**src/rtl/mpuart_pkg.sv**
```systemverilog
package mpuart_pkg;

  localparam int DATA_W = 8;

  typedef enum logic [2:0] {
    ST_IDLE,
    ST_START,
    ST_DATA,
    ST_NINTH,
    ST_STOP,
    ST_SHIFT
  } rx_state_e;

  localparam logic [1:0] MODE_SHIFT = 2'd0;
  localparam logic [1:0] MODE_8BIT  = 2'd1;

  function automatic logic majority3(input logic [2:0] s);
    return (s[0] & s[1]) | (s[1] & s[2]) | (s[0] & s[2]);
  endfunction

  function automatic logic station_hit(input logic [DATA_W-1:0] data,
                                       input logic [DATA_W-1:0] own,
                                       input logic [DATA_W-1:0] mask);
    return (data & mask) == (own & mask);
  endfunction

  function automatic logic broadcast_hit(input logic [DATA_W-1:0] data,
                                         input logic [DATA_W-1:0] own,
                                         input logic [DATA_W-1:0] mask);
    logic [DATA_W-1:0] bc;
    bc = own | mask;
    return (data & bc) == bc;
  endfunction

endpackage

```
**src/rtl/mpuart_sampler.sv**
```systemverilog
module mpuart_sampler (
  input  logic clk,
  input  logic rst_n,
  input  logic tick,
  input  logic rxd,
  input  logic sample_en,
  output logic line,
  output logic vote
);
  import mpuart_pkg::*;

  logic       sync1;
  logic [2:0] samples;

  always_ff @(posedge clk or negedge rst_n) begin
    if (!rst_n) begin
      sync1   <= 1'b1;
      line    <= 1'b1;
      samples <= 3'b111;
    end else begin
      sync1 <= rxd;
      line  <= sync1;
      if (tick && sample_en) samples <= {samples[1:0], line};
    end
  end

  assign vote = majority3(samples);
endmodule

```
**src/rtl/mpuart_addr_filter.sv**
```systemverilog
module mpuart_addr_filter
  import mpuart_pkg::*;
(
  input  logic [1:0]        mode,
  input  logic              mp_en,
  input  logic [DATA_W-1:0] data,
  input  logic              bit9,
  input  logic [DATA_W-1:0] own_addr,
  input  logic [DATA_W-1:0] addr_mask,
  output logic              addr_hit,
  output logic              pass
);
  always_comb begin
    addr_hit = station_hit(data, own_addr, addr_mask) ||
               broadcast_hit(data, own_addr, addr_mask);
    if (!mp_en || mode == MODE_SHIFT) pass = 1'b1;
    else                              pass = bit9 && addr_hit;
  end
endmodule

```
**src/rtl/mpuart_addr_rx.sv**
```systemverilog
module mpuart_addr_rx
  import mpuart_pkg::*;
#(
  parameter int OVS = 16
) (
  input  logic              clk,
  input  logic              rst_n,
  input  logic              tick,
  input  logic              rxd,
  input  logic [1:0]        mode,
  input  logic              mp_en,
  input  logic [DATA_W-1:0] own_addr,
  input  logic [DATA_W-1:0] addr_mask,
  input  logic              flag_clr,
  output logic [DATA_W-1:0] rx_data,
  output logic              rx_bit9,
  output logic              rx_flag,
  output logic              frame_err
);
  localparam int CNT_W = $clog2(OVS);
  localparam int IDX_W = $clog2(DATA_W);
  localparam logic [CNT_W-1:0] CNT_LAST = CNT_W'(OVS - 1);
  localparam logic [CNT_W-1:0] CNT_MID  = CNT_W'(OVS / 2);
  localparam logic [IDX_W-1:0] IDX_LAST = IDX_W'(DATA_W - 1);

  rx_state_e         state;
  logic [CNT_W-1:0]  cnt;
  logic [IDX_W-1:0]  idx;
  logic [DATA_W-1:0] shreg;
  logic              ninth;

  logic line, vote, sample_en, slot_end, nine_mode;
  logic frame_done, sync_done, stop_bit, frame_bit9;
  logic addr_hit, filter_pass, frame_accept;
  logic [DATA_W-1:0] shifted, load_byte;

  assign nine_mode = mode[1];
  assign slot_end  = tick && (cnt == CNT_LAST);
  assign sample_en = (state != ST_IDLE) &&
                     (cnt >= CNT_MID - 1'b1) && (cnt <= CNT_MID + 1'b1);
  assign shifted   = {vote, shreg[DATA_W-1:1]};

  mpuart_sampler u_sampler (
    .clk       (clk),
    .rst_n     (rst_n),
    .tick      (tick),
    .rxd       (rxd),
    .sample_en (sample_en),
    .line      (line),
    .vote      (vote)
  );

  // named frame events
  assign frame_done = slot_end && (state == ST_STOP);
  assign sync_done  = slot_end && (state == ST_SHIFT) && (idx == IDX_LAST);
  assign stop_bit   = vote;
  assign frame_bit9 = nine_mode ? ninth : stop_bit;
  assign load_byte  = sync_done ? shifted : shreg;

  mpuart_addr_filter u_filter (
    .mode      (mode),
    .mp_en     (mp_en),
    .data      (shreg),
    .bit9      (frame_bit9),
    .own_addr  (own_addr),
    .addr_mask (addr_mask),
    .addr_hit  (addr_hit),
    .pass      (filter_pass)
  );

  assign frame_accept = !rx_flag && (sync_done || (frame_done && filter_pass));

  always_ff @(posedge clk or negedge rst_n) begin
    if (!rst_n) begin
      state <= ST_IDLE;
      cnt   <= '0;
      idx   <= '0;
      shreg <= '0;
      ninth <= 1'b0;
    end else if (tick) begin
      cnt <= slot_end ? '0 : cnt + 1'b1;
      case (state)
        ST_IDLE: begin
          cnt <= '0;
          idx <= '0;
          if (mode == MODE_SHIFT) begin
            if (!rx_flag) state <= ST_SHIFT;
          end else if (!line) begin
            state <= ST_START;
          end
        end
        ST_START:
          if (slot_end) state <= vote ? ST_IDLE : ST_DATA;
        ST_DATA:
          if (slot_end) begin
            shreg <= shifted;
            idx   <= idx + 1'b1;
            if (idx == IDX_LAST) state <= nine_mode ? ST_NINTH : ST_STOP;
          end
        ST_NINTH:
          if (slot_end) begin
            ninth <= vote;
            state <= ST_STOP;
          end
        ST_STOP:
          if (slot_end) state <= ST_IDLE;
        ST_SHIFT:
          if (slot_end) begin
            shreg <= shifted;
            idx   <= idx + 1'b1;
            if (idx == IDX_LAST) state <= ST_IDLE;
          end
        default: state <= ST_IDLE;
      endcase
    end
  end

  always_ff @(posedge clk or negedge rst_n) begin
    if (!rst_n) begin
      rx_data   <= '0;
      rx_bit9   <= 1'b0;
      rx_flag   <= 1'b0;
      frame_err <= 1'b0;
    end else begin
      if (frame_done) frame_err <= !stop_bit;
      if (frame_accept) begin
        rx_data <= load_byte;
        rx_bit9 <= sync_done ? 1'b0 : frame_bit9;
        rx_flag <= 1'b1;
      end else if (flag_clr) begin
        rx_flag <= 1'b0;
      end
    end
  end
endmodule

```
**config.mk**
```make
export PLATFORM = sky130hd
export DESIGN_NAME = mpuart_addr_rx
export DESIGN_NICKNAME = d
export VERILOG_FILES = /design/src/rtl/mpuart_pkg.sv /design/src/rtl/mpuart_sampler.sv /design/src/rtl/mpuart_addr_filter.sv /design/src/rtl/mpuart_addr_rx.sv
export SDC_FILE = /design/constraint.sdc
export NUM_CORES = 1
export LEC_CHECK = 0
export BUFFER_PORTS_ARGS = -buffer_cell sky130_fd_sc_hd__buf_2
export CAP_MARGIN = 0
export CORE_MARGIN = 2
export CORE_UTILIZATION = 50
export DETAILED_ROUTE_END_ITERATION = 6
export GPL_ROUTABILITY_DRIVEN = 0
export HOLD_SLACK_MARGIN = 0.15
export PLACE_DENSITY_LB_ADDON = 0.3
export SETUP_SLACK_MARGIN = 0.5
export SLEW_MARGIN = 10
export SYNTH_ARGS = -nofsm -noshare
export SYNTH_HDL_FRONTEND = slang
export SYNTH_HIERARCHICAL = 1
export SYNTH_SLANG_ARGS = --single-unit
```
**constraint.sdc**
```tcl
create_clock -name clk -period 2.7 [get_ports clk]
set_clock_uncertainty 0.15 [all_clocks]
set_input_delay 0.135 -clock clk [delete_from_list [all_inputs] [get_ports clk]]
set_output_delay 0.135 -clock clk [all_outputs]
set_load 0.02 [all_outputs]
```
Word level (Yosys, flattened, before mapping)

Cells that the tools add are included.

Bits in latches: 0
Memories: 0
ROM bits: 0
RAM bits: 0
Register bits after elaboration: 35
Output and inout bits: 11
Word-level logic and storage cells: 93
Bits of input ports: 24

Reduce and logical (&&, ||, !) cells: 26
Multipliers: 0
Div/mod/pow operators: 0
Equal/unequal tests: 19
Muxes and demuxes: 23
Shift operators: 0
Add/subtract/negate cells: 2
Order comparisons: 2
Bitwise gates (word level): 9

Operator list:

| cell                                                                     | count |
|---|---|
| 3-bit two-way mux                                                        | 12 |
| 8-bit bitwise AND                                                        | 3 |
| 3-bit case mux with 6 select lines                                       | 1 |
| 8-bit equality test                                                      | 2 |
| 2-bit inequality test (second input constant)                            | 6 |
| 1-bit logical AND                                                        | 10 |
| 10-bit AND reduction                                                     | 1 |
| 3-bit equality test (second input constant)                              | 3 |
| 3-bit AND reduction                                                      | 3 |
| 4-bit two-way mux                                                        | 2 |
| 8-bit two-way mux                                                        | 1 |
| 8-bit OR                                                                 | 1 |
| 3-bit by 2-bit equality test with 1-bit output (second input constant)   | 2 |
| 3-bit inequality test (second input constant)                            | 2 |
| 3-bit case mux with 2 select lines                                       | 1 |
| 1-bit two-way mux                                                        | 5 |
| 4-bit by 1-bit adder with 4-bit output (second input constant)           | 1 |
| 4-bit equality test (second input constant)                              | 1 |
| 4-bit by 3-bit >= comparator with 1-bit output (second input constant)   | 1 |
| 4-bit <= comparator (second input constant)                              | 1 |
| 2-bit by 1-bit inequality test with 1-bit output (second input constant) | 2 |
| 2-bit nonzero test                                                       | 2 |
| 3-bit by 1-bit adder with 3-bit output (second input constant)           | 1 |
| 1-bit bitwise AND                                                        | 3 |
| other kinds (9)                                                          | 14 |

Depth between registers and ports, before layout

Gate-level depths: netlist (run 1).

Word-level depth: 10
Mapped depth: 10
Depth with buffers taken out: 9

Hierarchy

The synthesis (run 1) kept the hierarchy.

Modules (own cells, without submodules):

| module             | cells an instance | sequential area each (um2) | area each (um2) | instances |
|---|---|---|---|---|
| mpuart_addr_rx     | 145               | 750.7                      | 1591.5          | 1 |
| mpuart_addr_filter | 28                | 0.0                        | 207.7           | 1 |
| mpuart_sampler     | 10                | 131.4                      | 181.4           | 1 |

Worst setup path after synthesis (run 1)

No wires, ideal clock.

Kind: reg2reg
Start point: register u_sampler.samples[0]
End point: register rx_bit9
Library setup time: 0.125 ns
Path buffers: 0
Required time: 2.425 ns
Arrival time: 2.282 ns
Period minus slack after synthesis: 2.557 ns
Path slack: 0.143 ns
Cell stages (with the launch flop): 9
Cell sequence: dfstp_2 -> maj3_1 -> mux2_2 -> inv_1 -> o31ai_1 -> o21bai_1 -> nand2b_1 -> a2111oi_4 -> mux2_4

Cells in the longest elaborated chain, start to end: 9
Elaborated cells on any way between the ends: 11
Those cells by class: 3 x mux; 4 x bitwise; 4 x reduce/logical

Ends and longest elaborated chain:

| item                     | RTL line                 | RTL |
|---|---|---|
| start: declaration       | mpuart_sampler.sv:13     | `logic [2:0] samples;` |
| start signal: assignment | mpuart_sampler.sv:23     | `if (tick && sample_en) samples <= {samples[1:0], line};` |
| 1-bit bitwise AND        | mpuart_pkg.sv:18         | `return (s[0] & s[1]) \| (s[1] & s[2]) \| (s[0] & s[2]);` |
| 1-bit OR                 | mpuart_pkg.sv:18         |  |
| 1-bit OR (*)             | mpuart_pkg.sv:18         |  |
| net stop_bit             | mpuart_addr_rx.sv:33     | `logic frame_done, sync_done, stop_bit, frame_bit9;` |
| 1-bit two-way mux (*)    | mpuart_addr_rx.sv:57     | `assign frame_bit9 = nine_mode ? ninth : stop_bit;` |
| net frame_bit9           | mpuart_addr_rx.sv:33     |  |
| 1-bit logical AND (*)    | mpuart_addr_filter.sv:17 | `else pass = bit9 && addr_hit;` |
| 1-bit two-way mux (*)    | mpuart_addr_filter.sv:16 | `if (!mp_en \|\| mode == MODE_SHIFT) pass = 1'b1;` |
| net filter_pass          | mpuart_addr_rx.sv:34     | `logic addr_hit, filter_pass, frame_accept;` |
| 1-bit logical AND (*)    | mpuart_addr_rx.sv:71     | `assign frame_accept = !rx_flag && (sync_done \|\| (frame_done && filter_pass));` |
| 1-bit logical OR (*)     | mpuart_addr_rx.sv:71     |  |
| 1-bit logical AND (*)    | mpuart_addr_rx.sv:71     |  |
| end signal: assignment   | mpuart_addr_rx.sv:128    | `rx_bit9 <= sync_done ? 1'b0 : frame_bit9;` |
| end: declaration         | mpuart_addr_rx.sv:16     | `output logic rx_bit9,` |

The timed path passes the listed nets; every way through them passes the cells marked *.
A chain may end at the register's enable or synchronous reset.

Final worst setup path (run 1)

Start point: register u_sampler.samples[1]
End point: register rx_bit9

Cells in the longest elaborated chain, start to end: 9
Elaborated cells on any way between the ends: 11
Those cells by class: 3 x mux; 4 x bitwise; 4 x reduce/logical

Ends and longest elaborated chain:

| item                       | RTL line |
|---|---|
| 1-bit bitwise AND          | mpuart_pkg.sv:18 |
| 1-bit OR (*) (2 in series) | mpuart_pkg.sv:18 |
| net stop_bit               | mpuart_addr_rx.sv:33 |
| 1-bit two-way mux (*)      | mpuart_addr_rx.sv:57 |
| net frame_bit9             | mpuart_addr_rx.sv:33 |
| 1-bit logical AND (*)      | mpuart_addr_filter.sv:17 |
| 1-bit two-way mux (*)      | mpuart_addr_filter.sv:16 |
| net filter_pass            | mpuart_addr_rx.sv:34 |
| 1-bit logical AND (*)      | mpuart_addr_rx.sv:71 |
| 1-bit logical OR (*)       | mpuart_addr_rx.sv:71 |
| 1-bit logical AND (*)      | mpuart_addr_rx.sv:71 |

Marks and branches as above.

==> flow_summary.toml, run 1 <==
[worst_setup_path]
crit_type = "reg -> reg"
cp-start-kind = "register"
r2r_setup_slack_ns = 0.28
cp-end-kind = "register"
crit_required_ns = 2.72
r2r_end = "rx_bit9"
arrival_ns = 2.43
crit_path_max_fanout = 4
rr_worst_depth = 9
regToRegStartpoint = "u_sampler/samples[1]"

[route]
dr.max_layer_used = "met4"
route.met2.wl_um = 1920
detail_route.wl_per_cell_um = 14.3
wl_met3_um = 164
drtIter0Drc = 48
wl_met1_um = 1830
dr.pass1.iters = 4
vias = 1500
drt_wl_total_um = 3970
drc = 0
ant_nets = 0
vias_per_cell = 5.40

[clock_tree]
cts_made_buffers = 5
clkLatencyLatePin_ns = 0.28
cts_sinks = 35
ctsLongestPathBuffers = 2
root_buffer = "clkbuf_8"
cts_tree = "done"
cts-htree-levels = 2
clk_pin_slew_worst_paths_ns = 0.07

[timing]
tns_ns = 0
hold_viol_final = 0
setup-violations-final = 0
relSlewSlack = 0.500
final_max_slew_viol_count = 0
fmax_mhz = 414
worstMarginPinSlew_ns = 0.750
fin_crit_sh = 0.896
rsz0062_at_grt = "yes"
post-route-min-period_ns = 2.42

[floorplan]
die_area_um2 = 4470
rows = 22
io_pins = 35
die_x_um = 66.9
initial_utilization = 0.528
die_y_um = 66.9
core_um2 = 3740

[hold_path]
hold_end = "u_sampler/line"
min_path_cells = 0
hp-start = "u_sampler/sync1"
hp-class = "reg -> reg"

[power]
power_frac_comb = 0.238
peakVddDrop_uv = 254
p_clk_frac = 0.282
power.internal_uw = 999
sw_frac_of_total = 0.320
p_switching_uw = 471
p_per_area_nw_per_um2 = 597
seqPwrFrac = 0.480
leakagePower_uw = 0.00115

[layout]
syn_to_final_growth_pct = 24.5
drive_gt1_frac = 0.404
finish.instance_area_um2 = 2460
n_antenna_cell = 0
fin_nets = 258

[global_routing]
track_usage = 0.214
grt_pass1_vias = 1511
grt_max_degree = 36
grt_pass1_wl_um = 7010
gr-total-overflow = 0
antenna_found_initial = 0

[yosys]
avgSynthCellArea_um2 = 10.9
yosysWarnings = 6
syn-cell-area_um2 = 1980
synthCells = 182
syn-num-nets = 211

[run]
maxCapViolations = 0

[status]
status = "finished clean"

[place]
dp_hpwl_um = 2800
port_buffers = 34
postPlaceCellArea_um2 = 2220
-- power by group through the flow --
stage	registers (µW)	logic, µW	clock network (µW)
after floorplan	655	313	0
after global placement	709	337	0
after detailed placement	711	344	0
after CTS	703	353	420
after global routing	719	402	454
final	705	350	414
-- worst max-delay path, cell delays in order, from the launching register on --
cell       delay, ns
dfstp_2         0.54
maj3_2          0.22
mux2_4          0.16
inv_2           0.04
o31ai_1         0.17
o21bai_2        0.15
nand2b_1        0.11
a2111oi_4       0.31
buf_6           0.18
mux2_4          0.29
-- cell type report --
class | instances | area (µm²)
timing repair buffer | 47 | 313
tap | 48 | 60.1
sequential | 35 | 882
multi-input combinational | 132 | 1070
clock buffer | 8 | 100
fill | 312 | 1280
inverter | 8 | 30.0
-- worst max-delay path by stage --
stage                          from         end  slack, ns  depth (start not counted)
3_3_place_gp   u_sampler/samples[1]  rx_data[0]       0.30                         10
2_1_floorplan  u_sampler/samples[1]     rx_bit9       0.27                          8
4_1_cts        u_sampler/samples[0]     rx_bit9       0.24                          9
5_1_grt        u_sampler/samples[1]     rx_bit9       0.16                          9
6_report       u_sampler/samples[1]     rx_bit9       0.28                          9
3_5_place_dp   u_sampler/samples[1]  rx_data[4]       0.19                         10
-- repair_timing --
action | in CTS | in global routing
cloned | 1 | 1
endpoints found under the hold margin | 36 | 0
pin swaps | 2 | 2
endpoints found under the setup margin | 10 | 12
setup buffers | 3 | 0
gates resized for setup | 3 | 9
hold buffers | 5 | 0
-- layer usage --
| metal | vias up | GRT usage |
|---|---|---|
| li1 | 756 | - |
| met1 | 695 | 0.283 |
| met2 | 42 | 0.349 |
| met3 | 7 | 0.0405 |
| met4 | 0 | 0.0765 |
| met5 | - | 0 |
-- layout by cell type, fill, tap and decap left out, types with 2 or more instances in the layout --
master         count
a21oi_1            4
a21oi_2            8
a22o_1             2
a22oi_1            4
buf_2             34
buf_4              4
buf_6              2
clkbuf_8           7
dfrtp_1           30
dfstp_2            5
dlygate4sd3_1      5
ha_1               5
inv_1              7
mux2_2            16
mux2_4             2
mux2i_1            9
nand2_1            6
nand2b_1           3
nand3_1            2
nand3b_1           2
nor2_1            12
nor2_2             5
nor2b_1            2
nor3_1             3
nor3b_1            2
o2111ai_1          2
o21a_1             4
o21ai_0            6
o21bai_1           6
o31ai_1            2
xor2_1             8
-- flip-flops by register name, indices dropped and copies added (netlist names) --
signal / count
u_sampler/samples: 3
u_sampler/line: 1
idx: 3
rx_bit9: 1
cnt: 4
ninth: 1
u_sampler/sync1: 1
state: 3
rx_flag: 1
frame_err: 1
rx_data: 8
shreg: 8
-- per-stage QoR --
stage          hold slack (ns)  total power, µW  std cells  worst slack (ns)   util
2_1_floorplan           -0.311              968        182             0.270      -
3_3_place_gp            0.0930             1050        260             0.301  0.593
3_5_place_dp            0.0936             1050        260             0.187  0.593
4_1_cts                  0.209             1480        277             0.237  0.643
5_1_grt                  0.222             1580        278             0.163  0.657
6_report                 0.210             1470        278             0.282  0.657
No activity file was read; power rests on OpenSTA's default activity.
==> inputs of run 2 (changes only) <==
Settings changed: SYNTH_HIERARCHICAL 1 to not set.
==> flow_summary.toml, run 2 <==
[worst_setup_path]
crit_chain = "maj3_2 > mux2i_1 > a221o_1 > a211o_4 > mux2_4"
path_buf_inv = 0
max_stage_delay_ns = 0.55
cp-end-kind = "register"
arrival_ns = 2.24
crit_type = "reg -> reg"
crit_path_max_fanout = 5
cp_slowest_cell = "dfstp_2"
cp-start-kind = "register"
crit_family = "compound AO/OA/AOI/OAI gates"
crit_required_ns = 2.73

[power]
peakVddDrop_uv = 370
power_uw = 1400
p_per_area_nw_per_um2 = 583
p_switching_uw = 469
power.internal_uw = 930
p_clk_frac = 0.262
power_frac_comb = 0.267
leakagePower_uw = 0.00117
seqPwrFrac = 0.471
sw_frac_of_total = 0.335

[yosys]
synth_area_leaders = "dfrtp_1 38%, mux2_2 13%, dfstp_2 6.7%"
yosysWarnings = 0
synth_largest_area_cell = "dfrtp_1"
yosysMostFrequentCell = "dfrtp_1"
synthCells = 174
yosys.area_share.simple = 0.100
ys_types = 44
synth_top_family_by_area = "multiplexers"
ys_dominant_reg_cell = "dfrtp_1"
synth_commonest_cells = "30 x dfrtp_1, 22 x mux2_2, 10 x nor2_1, 10 x o21ai_0"
avgSynthCellArea_um2 = 11.2
yosys.area_share.adder = 0.0378
synth_xor_area_frac = 0.0359
syn-cell-area_um2 = 1950
async_reset_ff_frac = 1.00
synthMuxAreaShare = 0.199
yosysSeqAreaShare = 0.452
synth-edff-count = 0
synth_compound_area_frac = 0.140
synth_top_area_frac = 0.385
syn-num-nets = 203
ys_ff_latch = 35

[floorplan]
die_x_um = 66.5
die_area_um2 = 4420
initial_utilization = 0.525
die_y_um = 66.5
io_pins = 35
rows = 22
core_um2 = 3720

[layout]
mostFrequentLayoutCells = "34 x buf_2, 30 x dfrtp_1, 22 x mux2_2, 10 x o21ai_0, 10 x nor2_1"
final_common_cell = "buf_2"
finish.instance_area_um2 = 2400
n_antenna_cell = 0
syn_to_final_growth_pct = 23.0
drive_gt1_frac = 0.441
largest_registers = "rx_data x8, shreg x8, cnt x4"
fillers = 297
final_cells = 270
fin_nets = 250

[clock_tree]
cts_made_buffers = 5
ctsLongestPathBuffers = 2
root_buffer = "clkbuf_8"
clkLatencyLatePin_ns = 0.30
cts-htree-levels = 2
cts_sinks = 35
cts_tree = "done"
clk_pin_slew_worst_paths_ns = 0.07

[status]
status = "finished clean"

[global_routing]
grt_pass1_vias = 1525
track_usage = 0.222
gr-total-overflow = 0
grt_max_degree = 36
grt_pass1_wl_um = 7140
antenna_found_initial = 0

[timing]
relSlewSlack = 0.486
final_max_slew_viol_count = 0
rsz0062_at_grt = "yes"
setup-violations-final = 0
fmax_mhz = 453
worstMarginPinSlew_ns = 0.771
hold_viol_final = 0
hold_ws_ns = 0.184
post-route-min-period_ns = 2.21
tns_ns = 0
fin_crit_sh = 0.818

[route]
vias_per_cell = 5.71
dr.pass1.iters = 4
vias = 1542
drc = 0
drtIter0Drc = 111
detail_route.wl_per_cell_um = 17.3
drt_wl_total_um = 4680
ant_nets = 0

[hold_path]
hp-class = "in -> reg"

[place]
dp_cells = 251
postPlaceCellArea_um2 = 2150
dp_hpwl_um = 3040
port_buffers = 34

[run]
maxCapViolations = 0
==> run 2: layout make-up <==
type,instances,area (µm²),area share
repair buffers,45,265,0.110
flip-flops and latches,35,882,0.367
clock buffers,6,72.6,0.0302
well taps,48,60.1,0.0250
multi-input cells,126,1080,0.449
inverters,8,30.0,0.0125
clock inverters,2,12.5,0.00521
==> run 2: layer usage <==
metal  vias up  global-route usage  part of all wire
li1        732                   -                 -
met1       749               0.279              0.44
met2        49               0.358              0.48
met3        12              0.0524             0.054
met4         0               0.107             0.023
met5         -                   0                 0
==> run 2: final timing paths <==
kind,start,endpoint,slack (ns),cells after the start
setup / recovery,u_sampler.samples[1],rx_data[2],0.49,5
hold / removal,mode[0],state[0],0.18,5
setup reg to reg,u_sampler.samples[1],rx_data[2],0.49,5
hold reg to reg,u_sampler.sync1,u_sampler.line,0.21,0
max in group asynchronous,rst_n,ninth,1.62,2
min in group asynchronous,rst_n,cnt[0],0.30,2
==> run 2: worst min-delay path: cells and delay by family <==
family                 cells  cell delay [ns]
AOI/OAI and AO/OA          2             0.20
buffers and inverters      2             0.18
muxes                      1             0.07
==> run 2: cells by family (layout without fill, tap and decap cells) <==
group,after synthesis,in the layout
XOR/XNOR,8,8
buffers and inverters,14,61
AND/OR/NAND/NOR,38,38
multiplexers,32,32
adder cells (fa/ha/maj),6,6
flip-flops,35,35
AO/OA/AOI/OAI,41,42
==> run 2: power groups by stage <==
stage / clock network, µW / logic [µW] / registers (µW)
5_1_grt: 401 / 416 / 667
3_5_place_dp: 0 / 315 / 664
6_report: 367 / 374 / 659
2_1_floorplan: 0 / 251 / 623
4_1_cts: 372 / 330 / 656
3_3_place_gp: 0 / 294 / 658
==> run 2: timing repair <==
action	in CTS	in global routing
hold endpoints to repair	38	0
endpoints found under the setup margin	20	20
buffers inserted	1	4
cloned	1	0
pin swaps	2	4
gates resized for setup	6	11
hold buffers	5	0
==> run 2: per-stage QoR <==
stage | util | setup slack, ns
6_report | 0.646 | 0.492
5_1_grt | 0.646 | 0.458
4_1_cts | 0.624 | 0.509
3_5_place_dp | 0.579 | 0.260
3_3_place_gp | 0.579 | 0.374
2_1_floorplan | - | 0.620
